===== src/rtl/bcd_ctr_pkg.sv =====
package bcd_ctr_pkg;

   // Action chosen by the count core for one clock
   typedef enum logic [1:0] {
      STEP_HOLD = 2'd0,
      STEP_UP   = 2'd1,
      STEP_DOWN = 2'd2
   } step_e;

   // Which asynchronous control currently owns the output
   typedef enum logic [1:0] {
      OVR_NONE  = 2'd0,
      OVR_CLEAR = 2'd1,
      OVR_LOAD  = 2'd2
   } ovr_e;

endpackage


===== src/rtl/bcd_strobe_edge.sv =====
module bcd_strobe_edge #(
   parameter int SYNC_STAGES = 0
) (
   input  logic clk,
   input  logic clr,
   input  logic stb_i,
   output logic lvl_o,
   output logic rise_o
);

   logic prev_q;

   if (SYNC_STAGES < 0) begin : g_bad_sync
      $error("SYNC_STAGES must not be negative");
   end

   // Variant choice: direct sampling or a synchronizer chain in front
   if (SYNC_STAGES == 0) begin : g_direct
      assign lvl_o = stb_i;
   end else begin : g_sync
      logic [SYNC_STAGES-1:0] sync_q;
      always_ff @(posedge clk or posedge clr) begin
         if (clr) sync_q <= '1;
         else     sync_q <= {sync_q[SYNC_STAGES-2 >= 0 ? SYNC_STAGES-2 : 0:0], stb_i} & {SYNC_STAGES{1'b1}};
      end
      assign lvl_o = sync_q[SYNC_STAGES-1];
   end

   // Idle level of a strobe is high, so the history resets to 1
   always_ff @(posedge clk or posedge clr) begin
      if (clr) prev_q <= 1'b1;
      else     prev_q <= lvl_o;
   end

   assign rise_o = lvl_o & ~prev_q;

   AST_EDGE_ONE_SAMPLE: assert property (@(posedge clk) disable iff (clr)
      rise_o |=> !rise_o);

endmodule


===== src/rtl/bcd_count_core.sv =====
module bcd_count_core
   import bcd_ctr_pkg::*;
#(
   parameter int W    = 4,
   parameter int LAST = 9
) (
   input  logic         clk,
   input  logic         clr,
   input  logic         load_n,
   input  logic [W-1:0] preset,
   input  logic         up_rise,
   input  logic         dn_rise,
   input  logic         up_lvl,
   input  logic         dn_lvl,
   output logic [W-1:0] cnt_o
);

   localparam logic [W-1:0] LAST_V = W'(LAST);
   localparam logic [W-1:0] ZERO_V = '0;
   localparam logic [W-1:0] ONE_V  = W'(1);

   step_e        step;
   logic [W-1:0] cnt_q;
   logic [W-1:0] cnt_inc;
   logic [W-1:0] cnt_dec;

   // One strobe must rise while the other rests high
   always_comb begin
      step = STEP_HOLD;
      if (up_rise && dn_lvl && !dn_rise)      step = STEP_UP;
      else if (dn_rise && up_lvl && !up_rise) step = STEP_DOWN;
   end

   // Upward: terminal wraps to zero, others (including 10..15) step modulo 2**W
   assign cnt_inc = (cnt_q == LAST_V) ? ZERO_V : cnt_q + ONE_V;
   // Downward: zero wraps to terminal, others step down
   assign cnt_dec = (cnt_q == ZERO_V) ? LAST_V : cnt_q - ONE_V;

   always_ff @(posedge clk or posedge clr) begin
      if (clr)          cnt_q <= ZERO_V;
      else if (!load_n) cnt_q <= preset;
      else begin
         case (step)
            STEP_UP:   cnt_q <= cnt_inc;
            STEP_DOWN: cnt_q <= cnt_dec;
            default:   cnt_q <= cnt_q;
         endcase
      end
   end

   assign cnt_o = cnt_q;

   AST_WRAP_UP: assert property (@(posedge clk) disable iff (clr)
      (load_n && up_rise && dn_lvl && !dn_rise && cnt_q == LAST_V) |=> (cnt_q == ZERO_V));
   AST_WRAP_DOWN: assert property (@(posedge clk) disable iff (clr)
      (load_n && dn_rise && up_lvl && !up_rise && cnt_q == ZERO_V) |=> (cnt_q == LAST_V));
   AST_HOLD_NO_EDGE: assert property (@(posedge clk) disable iff (clr)
      (load_n && !up_rise && !dn_rise) |=> $stable(cnt_q));
   AST_HOLD_BOTH_EDGES: assert property (@(posedge clk) disable iff (clr)
      (load_n && up_rise && dn_rise) |=> $stable(cnt_q));
   AST_LOAD_TAKES: assert property (@(posedge clk) disable iff (clr)
      !load_n |=> (cnt_q == $past(preset)));

endmodule


===== src/rtl/bcd_term_decode.sv =====
module bcd_term_decode #(
   parameter int W    = 4,
   parameter int LAST = 9
) (
   input  logic [W-1:0] cnt_i,
   input  logic         up_lvl,
   input  logic         dn_lvl,
   output logic         carry_n_o,
   output logic         borrow_n_o
);

   localparam logic [W-1:0] LAST_V = W'(LAST);

   logic at_top;
   logic at_bottom;

   assign at_top    = (cnt_i == LAST_V);
   assign at_bottom = (cnt_i == '0);

   // Low only while the strobe is low, so the strobe's own rise lifts it
   assign carry_n_o  = ~(at_top & ~up_lvl);
   assign borrow_n_o = ~(at_bottom & ~dn_lvl);

   always_comb begin
      AST_CARRY_NEEDS_TOP: assert (carry_n_o || at_top);
      AST_BORROW_NEEDS_ZERO: assert (borrow_n_o || at_bottom);
   end

endmodule


===== src/rtl/bcd_updown_ctr.sv =====
module bcd_updown_ctr
   import bcd_ctr_pkg::*;
#(
   parameter int W           = 4,
   parameter int LAST        = 9,
   parameter int SYNC_STAGES = 0
) (
   input  logic         clk,
   input  logic         mr_i,
   input  logic         load_n_i,
   input  logic [W-1:0] preset_i,
   input  logic         up_stb_i,
   input  logic         dn_stb_i,
   output logic [W-1:0] cnt_o,
   output logic         carry_n_o,
   output logic         borrow_n_o
);

   if (W < 2) begin : g_bad_w
      $error("W must be at least 2");
   end
   if (LAST < 1 || LAST >= (1 << W)) begin : g_bad_last
      $error("LAST must lie in 1 .. 2**W-1");
   end

   logic         up_lvl, up_rise;
   logic         dn_lvl, dn_rise;
   logic [W-1:0] cnt_q;
   ovr_e         ovr;

   bcd_strobe_edge #(.SYNC_STAGES(SYNC_STAGES)) u_up_edge (
      .clk    (clk),
      .clr    (mr_i),
      .stb_i  (up_stb_i),
      .lvl_o  (up_lvl),
      .rise_o (up_rise)
   );

   bcd_strobe_edge #(.SYNC_STAGES(SYNC_STAGES)) u_dn_edge (
      .clk    (clk),
      .clr    (mr_i),
      .stb_i  (dn_stb_i),
      .lvl_o  (dn_lvl),
      .rise_o (dn_rise)
   );

   bcd_count_core #(.W(W), .LAST(LAST)) u_core (
      .clk     (clk),
      .clr     (mr_i),
      .load_n  (load_n_i),
      .preset  (preset_i),
      .up_rise (up_rise),
      .dn_rise (dn_rise),
      .up_lvl  (up_lvl),
      .dn_lvl  (dn_lvl),
      .cnt_o   (cnt_q)
   );

   // Clear beats load; both act on the output without a clock
   always_comb begin
      if (mr_i)           ovr = OVR_CLEAR;
      else if (!load_n_i) ovr = OVR_LOAD;
      else                ovr = OVR_NONE;
   end

   always_comb begin
      case (ovr)
         OVR_CLEAR: cnt_o = '0;
         OVR_LOAD:  cnt_o = preset_i;
         default:   cnt_o = cnt_q;
      endcase
   end

   bcd_term_decode #(.W(W), .LAST(LAST)) u_term (
      .cnt_i      (cnt_o),
      .up_lvl     (up_lvl),
      .dn_lvl     (dn_lvl),
      .carry_n_o  (carry_n_o),
      .borrow_n_o (borrow_n_o)
   );

   AST_CLEAR_ZERO: assert property (@(posedge clk)
      mr_i |-> (cnt_o == '0));
   AST_CLEAR_HOLDS_REG: assert property (@(posedge clk) disable iff (mr_i)
      $past(mr_i) |-> (cnt_q == '0));
   AST_LOAD_SHOWS: assert property (@(posedge clk)
      (!mr_i && !load_n_i) |-> (cnt_o == preset_i));
   AST_NO_COUNT_AFTER_LOAD: assert property (@(posedge clk) disable iff (mr_i)
      (!load_n_i && up_lvl && dn_lvl) ##1 (load_n_i && up_lvl && dn_lvl) |=> $stable(cnt_q));

endmodule


===== config.mk =====
export PLATFORM = sky130hd
export DESIGN_NAME = bcd_updown_ctr
export DESIGN_NICKNAME = d
export VERILOG_FILES = /design/src/rtl/bcd_ctr_pkg.sv /design/src/rtl/bcd_strobe_edge.sv /design/src/rtl/bcd_count_core.sv /design/src/rtl/bcd_term_decode.sv /design/src/rtl/bcd_updown_ctr.sv
export SDC_FILE = /design/constraint.sdc
export NUM_CORES = 1
export LEC_CHECK = 0
export ABC_AREA = 1
export BUFFER_PORTS_ARGS = -buffer_cell sky130_fd_sc_hd__buf_4
export CAP_MARGIN = 20
export CORE_MARGIN = 3
export CORE_UTILIZATION = 30
export DETAILED_ROUTE_END_ITERATION = 8
export PLACE_DENSITY_LB_ADDON = 0.05
export SYNTH_ARGS = -nofsm -noshare
export SYNTH_HDL_FRONTEND = slang
export SYNTH_SLANG_ARGS = --single-unit
export TNS_END_PERCENT = 20

===== constraint.sdc =====
create_clock -name clk -period 1.17 [get_ports clk]
set_input_delay 0.117 -clock clk [delete_from_list [all_inputs] [get_ports clk]]
set_output_delay 0.117 -clock clk [all_outputs]
set_load 0.1 [all_outputs]

Word-level counts from Yosys, hierarchy flattened. Index checks and enable logic that the tools add are counted.

Flip-flop bits (word level): 6. Output and inout port bits: 6. Word-level logic and storage cells: 39.

$add $sub $neg: 2. Eq/ne operators: 7. Muxes and demuxes: 9. Bitwise gates (word level): 10. Reductions and logical operators: 8.

Operator list (count): one-hot mux 4 bit (2 select lines) (2); 2-to-1 mux 4 bit (3); equality test 4 bit, second input constant (2); logical NOT 4 bit (2); 2-to-1 mux 2 bit (4); inverter 1 bit (6); adder 4 x 1 -> 4 bit, second input constant (1); bitwise AND 1 bit (4); equality test 2 x 1 -> 1 bit, second input constant (2); equality test 2 bit, second input constant (2); logical AND 1 bit (4); subtractor 4 x 1 -> 4 bit, second input constant (1); != test 3 x 1 -> 1 bit, second input constant (1); logical NOT 1 bit (2).

Longest topological paths before layout. Gate-level depths: netlist of run 1.

Depth in word-level cells: 9. Mapped depth: 9. Gate-level depth less buffers: 9.

By module. From an unflattened synthesis of run 1, not the netlist that was laid out.

Cell total of the unflattened synthesis: 99. Area total of the unflattened synthesis: 568.0 µm².

By module, submodules not included: bcd_count_core (times used 1, cells each 66, area an instance 374.1 µm², seq. area each 100.1 µm²); bcd_strobe_edge (times used 2, cells each 5, area an instance 47.5 µm², seq. area each 26.3 µm²); bcd_updown_ctr (times used 1, cells each 14, area an instance 60.1 µm², seq. area each 0.0 µm²); bcd_term_decode (times used 1, cells each 9, area an instance 38.8 µm², seq. area each 0.0 µm²).

Worst setup path before layout of run 1. Ideal clock, no wire load.

Path type: register -> output. Start point: reg u_core.cnt_q[1], in the netlist u_core.cnt_o[1]. End point: out borrow_n_o. Arrival time: 2.309 ns. Data required time: 1.053 ns. Slack: -1.256 ns. Stages on the path, launching flop included: 5. Buffers on the path: 0. Path through: dfrtp_1 -> nand2_1 -> a21oi_2 -> nor2_1 -> nand3_1.

Cells in the longest elaborated chain, start to end: 4.

Ends and longest elaborated chain: start: declaration (line bcd_count_core.sv:23) `logic [W-1:0] cnt_q;`; start signal: assignment (line bcd_count_core.sv:41) `else if (!load_n) cnt_q <= preset;`; start signal: assignment (line bcd_count_core.sv:44) `STEP_UP: cnt_q <= cnt_inc;`; start signal: assignment (line bcd_count_core.sv:45) `STEP_DOWN: cnt_q <= cnt_dec;`; one-hot mux 4 bit (2 select lines) (line bcd_updown_ctr.sv:67) `case (ovr)`; via cnt_o[1] (line bcd_updown_ctr.sv:14) `output logic [W-1:0] cnt_o,`; logical NOT 4 bit (line bcd_term_decode.sv:18) `assign at_bottom = (cnt_i == '0);`; bitwise AND 1 bit (line bcd_term_decode.sv:22) `assign borrow_n_o = ~(at_bottom & ~dn_lvl);`; inverter 1 bit (line bcd_term_decode.sv:22); end: declaration (line bcd_updown_ctr.sv:16) `output logic borrow_n_o`.

The timed path passes the listed nets, and every way through them passes these cells.

Final worst setup path of run 1.
Start point: reg u_core.cnt_q[0], in the netlist u_core.cnt_o[0]. End point: out borrow_n_o.

Cells in the longest elaborated chain, start to end: 4.

Ends and longest elaborated chain (line): one-hot mux 4 bit (2 select lines) (bcd_updown_ctr.sv:67); logical NOT 4 bit (bcd_term_decode.sv:18); bitwise AND 1 bit (bcd_term_decode.sv:22); inverter 1 bit (bcd_term_decode.sv:22).

No other way between the ends.

==> results.toml, run 1 <==
[layout]
final_layout_size_suffix_gt1_share_pct = 47.4
diodes = 0
mostFrequentLayoutCell = "nand2_1"
area_delta_synth_final_pct = 89.3
fin_nets = 147
mostFrequentLayoutCells = "30 x nand2_1, 27 x buf_4, 10 x inv_1, 10 x nor2_1, 9 x nand3_1"

[clock_network]
clockBufferDepth = 2
cts_made_buffers = 3
clock-root-buffer = "clkbuf_4"
clk-insertion-delay-late_ns = 0.26
path_clk_slew_ns = 0.06
cts_tree = "done"
htree_levels = 1
clock-sinks = 6

[power]
power_density_nw_per_um2 = 1120
p_leak_nw = 0.556
total_power_mw = 1.20
ir_worst_vdd_mv = 0.646

[grt]
grt_first_pass_wirelength_um = 3130
overflow = 0
grt_max_degree = 8
grt_pass1_vias = 722
grt_antenna_before_repair = 0
grt_use_total_pct = 16.8

[outcome]
violations = "setup timing"
status = "complete, but fails checks"

[synthesis]
synthCells = 95
ys.warnings.count = 0
ys_seq_area_share_pct = 27.1
ys_seq_elements = 6
syn_nets = 104
syn-cell-area_um2 = 563
synth_cell_types = 19
synth_area_per_cell_um2 = 5.93

[critical_path]
crit_fanout = 2
required_ns = 1.05
critPathArrivalTime_ns = 1.52
crit_type = "flop to primary output"
start_kind = "flop"
critPathCaptureType = "primary output"

[detailed_routing]
totalWireLength_um = 1770
drtIter0Drc = 15
first_pass_iters = 4
via_count = 718
ant_nets = 0
via_per_inst = 4.43
routedWlPerCell_um = 10.9
post-route-drc-count = 0

[floorplanning]
initial_core_util_pct = 32.3
fp.dieH_um = 49.3
die_w_um = 49.3
rows = 15
top_level_ports = 15
core_area_um2 = 1750
dieArea_um2 = 2430

[placement]
portBuffers = 14
dpl_worst_slack_ns = -0.241
dp_hpwl_um = 1250
gp_routability_congestion = 0.851

[timing]
timing.hold.ws_ns = 0.0102
min_period_ns = 1.64
finalHoldViolCount = 0
finalCritPeriodShare_pct = 140
drv_slew = 0
fmax_mhz = 609
setup-violations-final = 10
rsz0062_at_grt = "true"
setup_slack_ns = -0.472
slew_headroom_pct = 77.2
skew_ns = 0.0175
worstMarginPinSlew_ns = 0.340

[run]
cap_violations = 0

[worst_hold_path]
hold_class = "input pin to flop"
-- cell usage after synthesis, drive strengths merged --
master	instances	area, µm²
a21oi	2	17.5
nor2	14	65.1
nand3	11	60.1
nor3	1	5.00
o211ai	1	7.51
dfrtp	4	100
nand2	38	150
nand4	3	18.8
o21a	1	7.51
buf	1	11.3
o21ai	1	5.00
a31oi	1	6.26
dfstp	2	52.6
inv	15	56.3
-- worst max-delay path, cell delays in order (launching register included) --
cell and delay, ns:
dfrtp_1 0.39, inv_2 0.07, nand2_2 0.06, o211ai_1 0.16
clkinvlp_4 0.20, nor2_4 0.13, nand3_4 0.08, buf_12 0.17
-- logic make-up after synthesis --
group,Yosys count,synth area share [%]
buf+inv,16,12.0
compound gates,6,7.78
simple gates,67,53.1
flops,6,27.1
-- area by class of cell --
class | instances | area, µm²
inverter | 15 | 60.1
fill | 171 | 679
tap | 25 | 31.3
timing repair buffer | 39 | 384
multi-input combinational | 73 | 412
clock buffer | 4 | 26.3
sequential | 6 | 153
-- state kept, by name, summed over array words and instances (netlist names) --
register          flops
u_dn_edge.prev_q      1
u_core.cnt_o          4
u_up_edge.prev_q      1
-- stage by stage --
step                instance area (µm²)  std cells  util (%)  TNS [ns]
floorplan                           602         95         -     -2.17
global placement                    847        149      48.5    -0.573
detailed placement                  847        149      48.5    -0.778
CTS                                1040        160      59.6     -2.20
global route                       1070        162      61.1     -3.27
finish                             1070        162      61.1     -2.38
-- worst paths after layout --
kind | depth (start not counted) | end | startpoint | slack [ns]
max | 7 | borrow_n_o | u_core.cnt_o[0]$_DFFE_PP0P_ | -0.47
min | 1 | u_up_edge.prev_q$_DFF_PP1_ | up_stb_i | 0.01
max reg2reg | 14 | u_core.cnt_o[1]$_DFFE_PP0P_ | u_core.cnt_o[0]$_DFFE_PP0P_ | -0.32
min reg2reg | 3 | u_core.cnt_o[3]$_DFFE_PP0P_ | u_core.cnt_o[3]$_DFFE_PP0P_ | 0.65
max in group asynchronous | 4 | u_core.cnt_o[2]$_DFFE_PP0P_ | mr_i | 0.46
min in group asynchronous | 3 | u_up_edge.prev_q$_DFF_PP1_ | mr_i | 0.07
-- report_power, final --
| group | total [mW] | switching (mW) | internal (mW) |
|---|---|---|---|
| clock | 0.222 | 0.0920 | 0.130 |
| combinational | 0.722 | 0.406 | 0.315 |
| sequential | 0.254 | 0.0163 | 0.238 |
| total | 1.20 | 0.514 | 0.684 |
-- routing by layer --
metal	GRT usage [%]	vias up	wire, µm
met3	3.67	3	70
met5	0	-	0
met1	19.1	316	773
met4	9.48	0	14
met2	28.8	17	913
li1	-	382	-
-- repair_timing --
action / in CTS / in global routing
gates resized for setup: 31 / 2
hold endpoints to repair: 4 / 0
buffers inserted: 6 / 2
pin swaps: 9 / 3
hold buffers: 1 / 0
cloned: 0 / 0
endpoints found under the setup margin: 10 / 10
Note: power is estimated with default switching activity, not from simulation.
==> run 2: changes to the inputs <==
Settings changed: PLACE_DENSITY set to 0.53, PLACE_DENSITY_LB_ADDON 0.05 to unset.
==> run 2 against run 1 <==
  * Sequential share of layout area is 0.52 points higher
  * Hold slack better by 0.0092 ns
  * Critical path type unchanged
  * Register-to-register slack better by 0.25 ns
  * Sequential cell count stayed put
  * Critical endpoint unchanged
  * Clock power is 9.0% lower
  * Clock skew is 0.0052 ns lower
  * The run still ends with setup timing left
  * Global-route usage is 0.49 points lower
  * Combinational power is 6.2% lower
  * Non-clock buffer count is 4 lower
  * Cell count is 2.5% lower
  * Via count is 0.56% lower
  * Power is 5.4% lower
==> results.toml, run 2 (synthesis gave the netlist of run 1 again) <==
[outcome]
status = "complete, but fails checks"
violations = "setup timing"

[critical_path]
cp_num_buf_inv = 3
critPathArrivalTime_ns = 1.48
path_delay_family = "buffers and inverters"
crit_chain = "inv_2 > nand2_2 > o211ai_1 > clkinvlp_4 > nor2_4 > nand3_4 > buf_12"
start_kind = "flop"
critPathCaptureType = "primary output"
crit_type = "flop to primary output"
max_stage_delay_ns = 0.38
slowest_stage = "dfrtp_1"
required_ns = 1.05
crit_fanout = 2

[placement]
dp.cells = 150
gp_routability_congestion = 0.849
post_dp_cell_area_um2 = 855
dpl_worst_slack_ns = -0.252
dp_hpwl_um = 1320
portBuffers = 14

[power]
pwr-share-seq_pct = 22.4
net-switching-power_mw = 0.488
ir_worst_vdd_mv = 0.718
power_density_nw_per_um2 = 1100
combinationalPowerShare_pct = 59.7
p_sw_share_pct = 43.1
clkPwrFrac_pct = 17.8
p_int_mw = 0.645
p_leak_nw = 0.544

[clock_network]
clk-insertion-delay-late_ns = 0.24
cts_made_buffers = 3
cts_tree = "done"
clock-sinks = 6
htree_levels = 1
clock-root-buffer = "clkbuf_4"
path_clk_slew_ns = 0.05
clockBufferDepth = 2

[floorplanning]
initial_core_util_pct = 32.3
top_level_ports = 15
core_area_um2 = 1750
dieArea_um2 = 2430
fp.dieH_um = 49.3
rows = 15
die_w_um = 49.3

[timing]
tns_ns = -1.66
worstMarginPinSlew_ns = 0.356
rsz0062_at_grt = "true"
fmax_mhz = 624
skew_ns = 0.0123
slew_headroom_pct = 76.2
drv_slew = 0
setup_slack_ns = -0.432
finalCritPeriodShare_pct = 137
finalHoldViolCount = 0
setup-violations-final = 10
min_period_ns = 1.60

[detailed_routing]
via_per_inst = 4.52
ant_nets = 0
drtIter0Drc = 6
first_pass_iters = 4
via_count = 714
totalWireLength_um = 1730
routedWlPerCell_um = 11.0
post-route-drc-count = 0

[layout]
fin_util_pct = 58.9
final_cell_count_no_fill = 158
largest_reg_flops = 4
fin_nets = 143
mostFrequentLayoutCells = "31 x nand2_1, 27 x buf_4, 10 x inv_1, 10 x nor2_1, 8 x nand3_1"
mostFrequentLayoutCell = "nand2_1"
area_delta_synth_final_pct = 82.7
fin_area_um2 = 1030
final_layout_size_suffix_gt1_share_pct = 45.9
diodes = 0

[grt]
overflow = 0
grt_antenna_before_repair = 0
grt_max_degree = 8
grt_use_total_pct = 16.4
grt_first_pass_wirelength_um = 3090
grt_pass1_vias = 770

[worst_hold_path]
hold_class = "input pin to flop"

[run]
cap_violations = 0
-- run 2: path summary, 6_finish.rpt --
kind | startpoint | endpoint | slack [ns] | cells after the start
max | u_core.cnt_o[0]$_DFFE_PP0P_ | borrow_n_o | -0.43 | 7
min | dn_stb_i | u_dn_edge.prev_q$_DFF_PP1_ | 0.02 | 1
max reg2reg | u_up_edge.prev_q$_DFF_PP1_ | u_core.cnt_o[1]$_DFFE_PP0P_ | -0.07 | 9
min reg2reg | u_core.cnt_o[3]$_DFFE_PP0P_ | u_core.cnt_o[3]$_DFFE_PP0P_ | 0.65 | 3
max in group asynchronous | mr_i | u_core.cnt_o[1]$_DFFE_PP0P_ | 0.49 | 4
min in group asynchronous | mr_i | u_dn_edge.prev_q$_DFF_PP1_ | 0.04 | 3
-- run 2: final cells by class --
type	instances	area, µm²
Fill cell	168	717
Inverter	15	60.1
Tap cell	25	31.3
Timing Repair Buffer	35	339
Multi-Input combinational cell	73	419
Clock buffer	4	26.3
Sequential cell	6	153
-- run 2: power groups by stage --
stage	Clock, mW	Sequential [mW]	Combinational (mW)
global placement	0	0.254	0.569
CTS	0.208	0.255	0.669
global route	0.218	0.257	0.745
finish	0.202	0.254	0.677
floorplan	0	0.276	0.366
detailed placement	0	0.256	0.577
-- run 2: worst register-to-register path, cell delays in order (launching register included) --
cell	delay, ns
dfstp_2	0.53
nand2_2	0.07
inv_1	0.09
nand2_4	0.08
nand3_2	0.08
nand2_1	0.05
nand2_1	0.06
nand2_1	0.05
nand2_1	0.05
nand2_1	0.06
-- run 2: per-layer routing --
| metal | track usage (%) | vias up | wire length (µm) |
|---|---|---|---|
| li1 | - | 376 | - |
| met1 | 16.4 | 322 | 699 |
| met2 | 31.7 | 14 | 957 |
| met3 | 1.83 | 2 | 52 |
| met4 | 9.48 | 0 | 23 |
| met5 | 0 | - | 0 |
-- run 2: repair_timing --
action,CTS,global route
hold buffers,1,0
buffers inserted,3,0
endpoints found under the hold margin,4,0
gates resized for setup,27,3
endpoints found under the setup margin,9,10
pin swaps,7,3
-- run 2: per-stage QoR --
| step | hold WS (ns) | total power [mW] |
|---|---|---|
| floorplan | -0.0769 | 0.642 |
| global placement | 0.125 | 0.823 |
| global route | 0.0148 | 1.22 |
| detailed placement | 0.129 | 0.833 |
| CTS | 0.0159 | 1.13 |
| finish | 0.0194 | 1.13 |
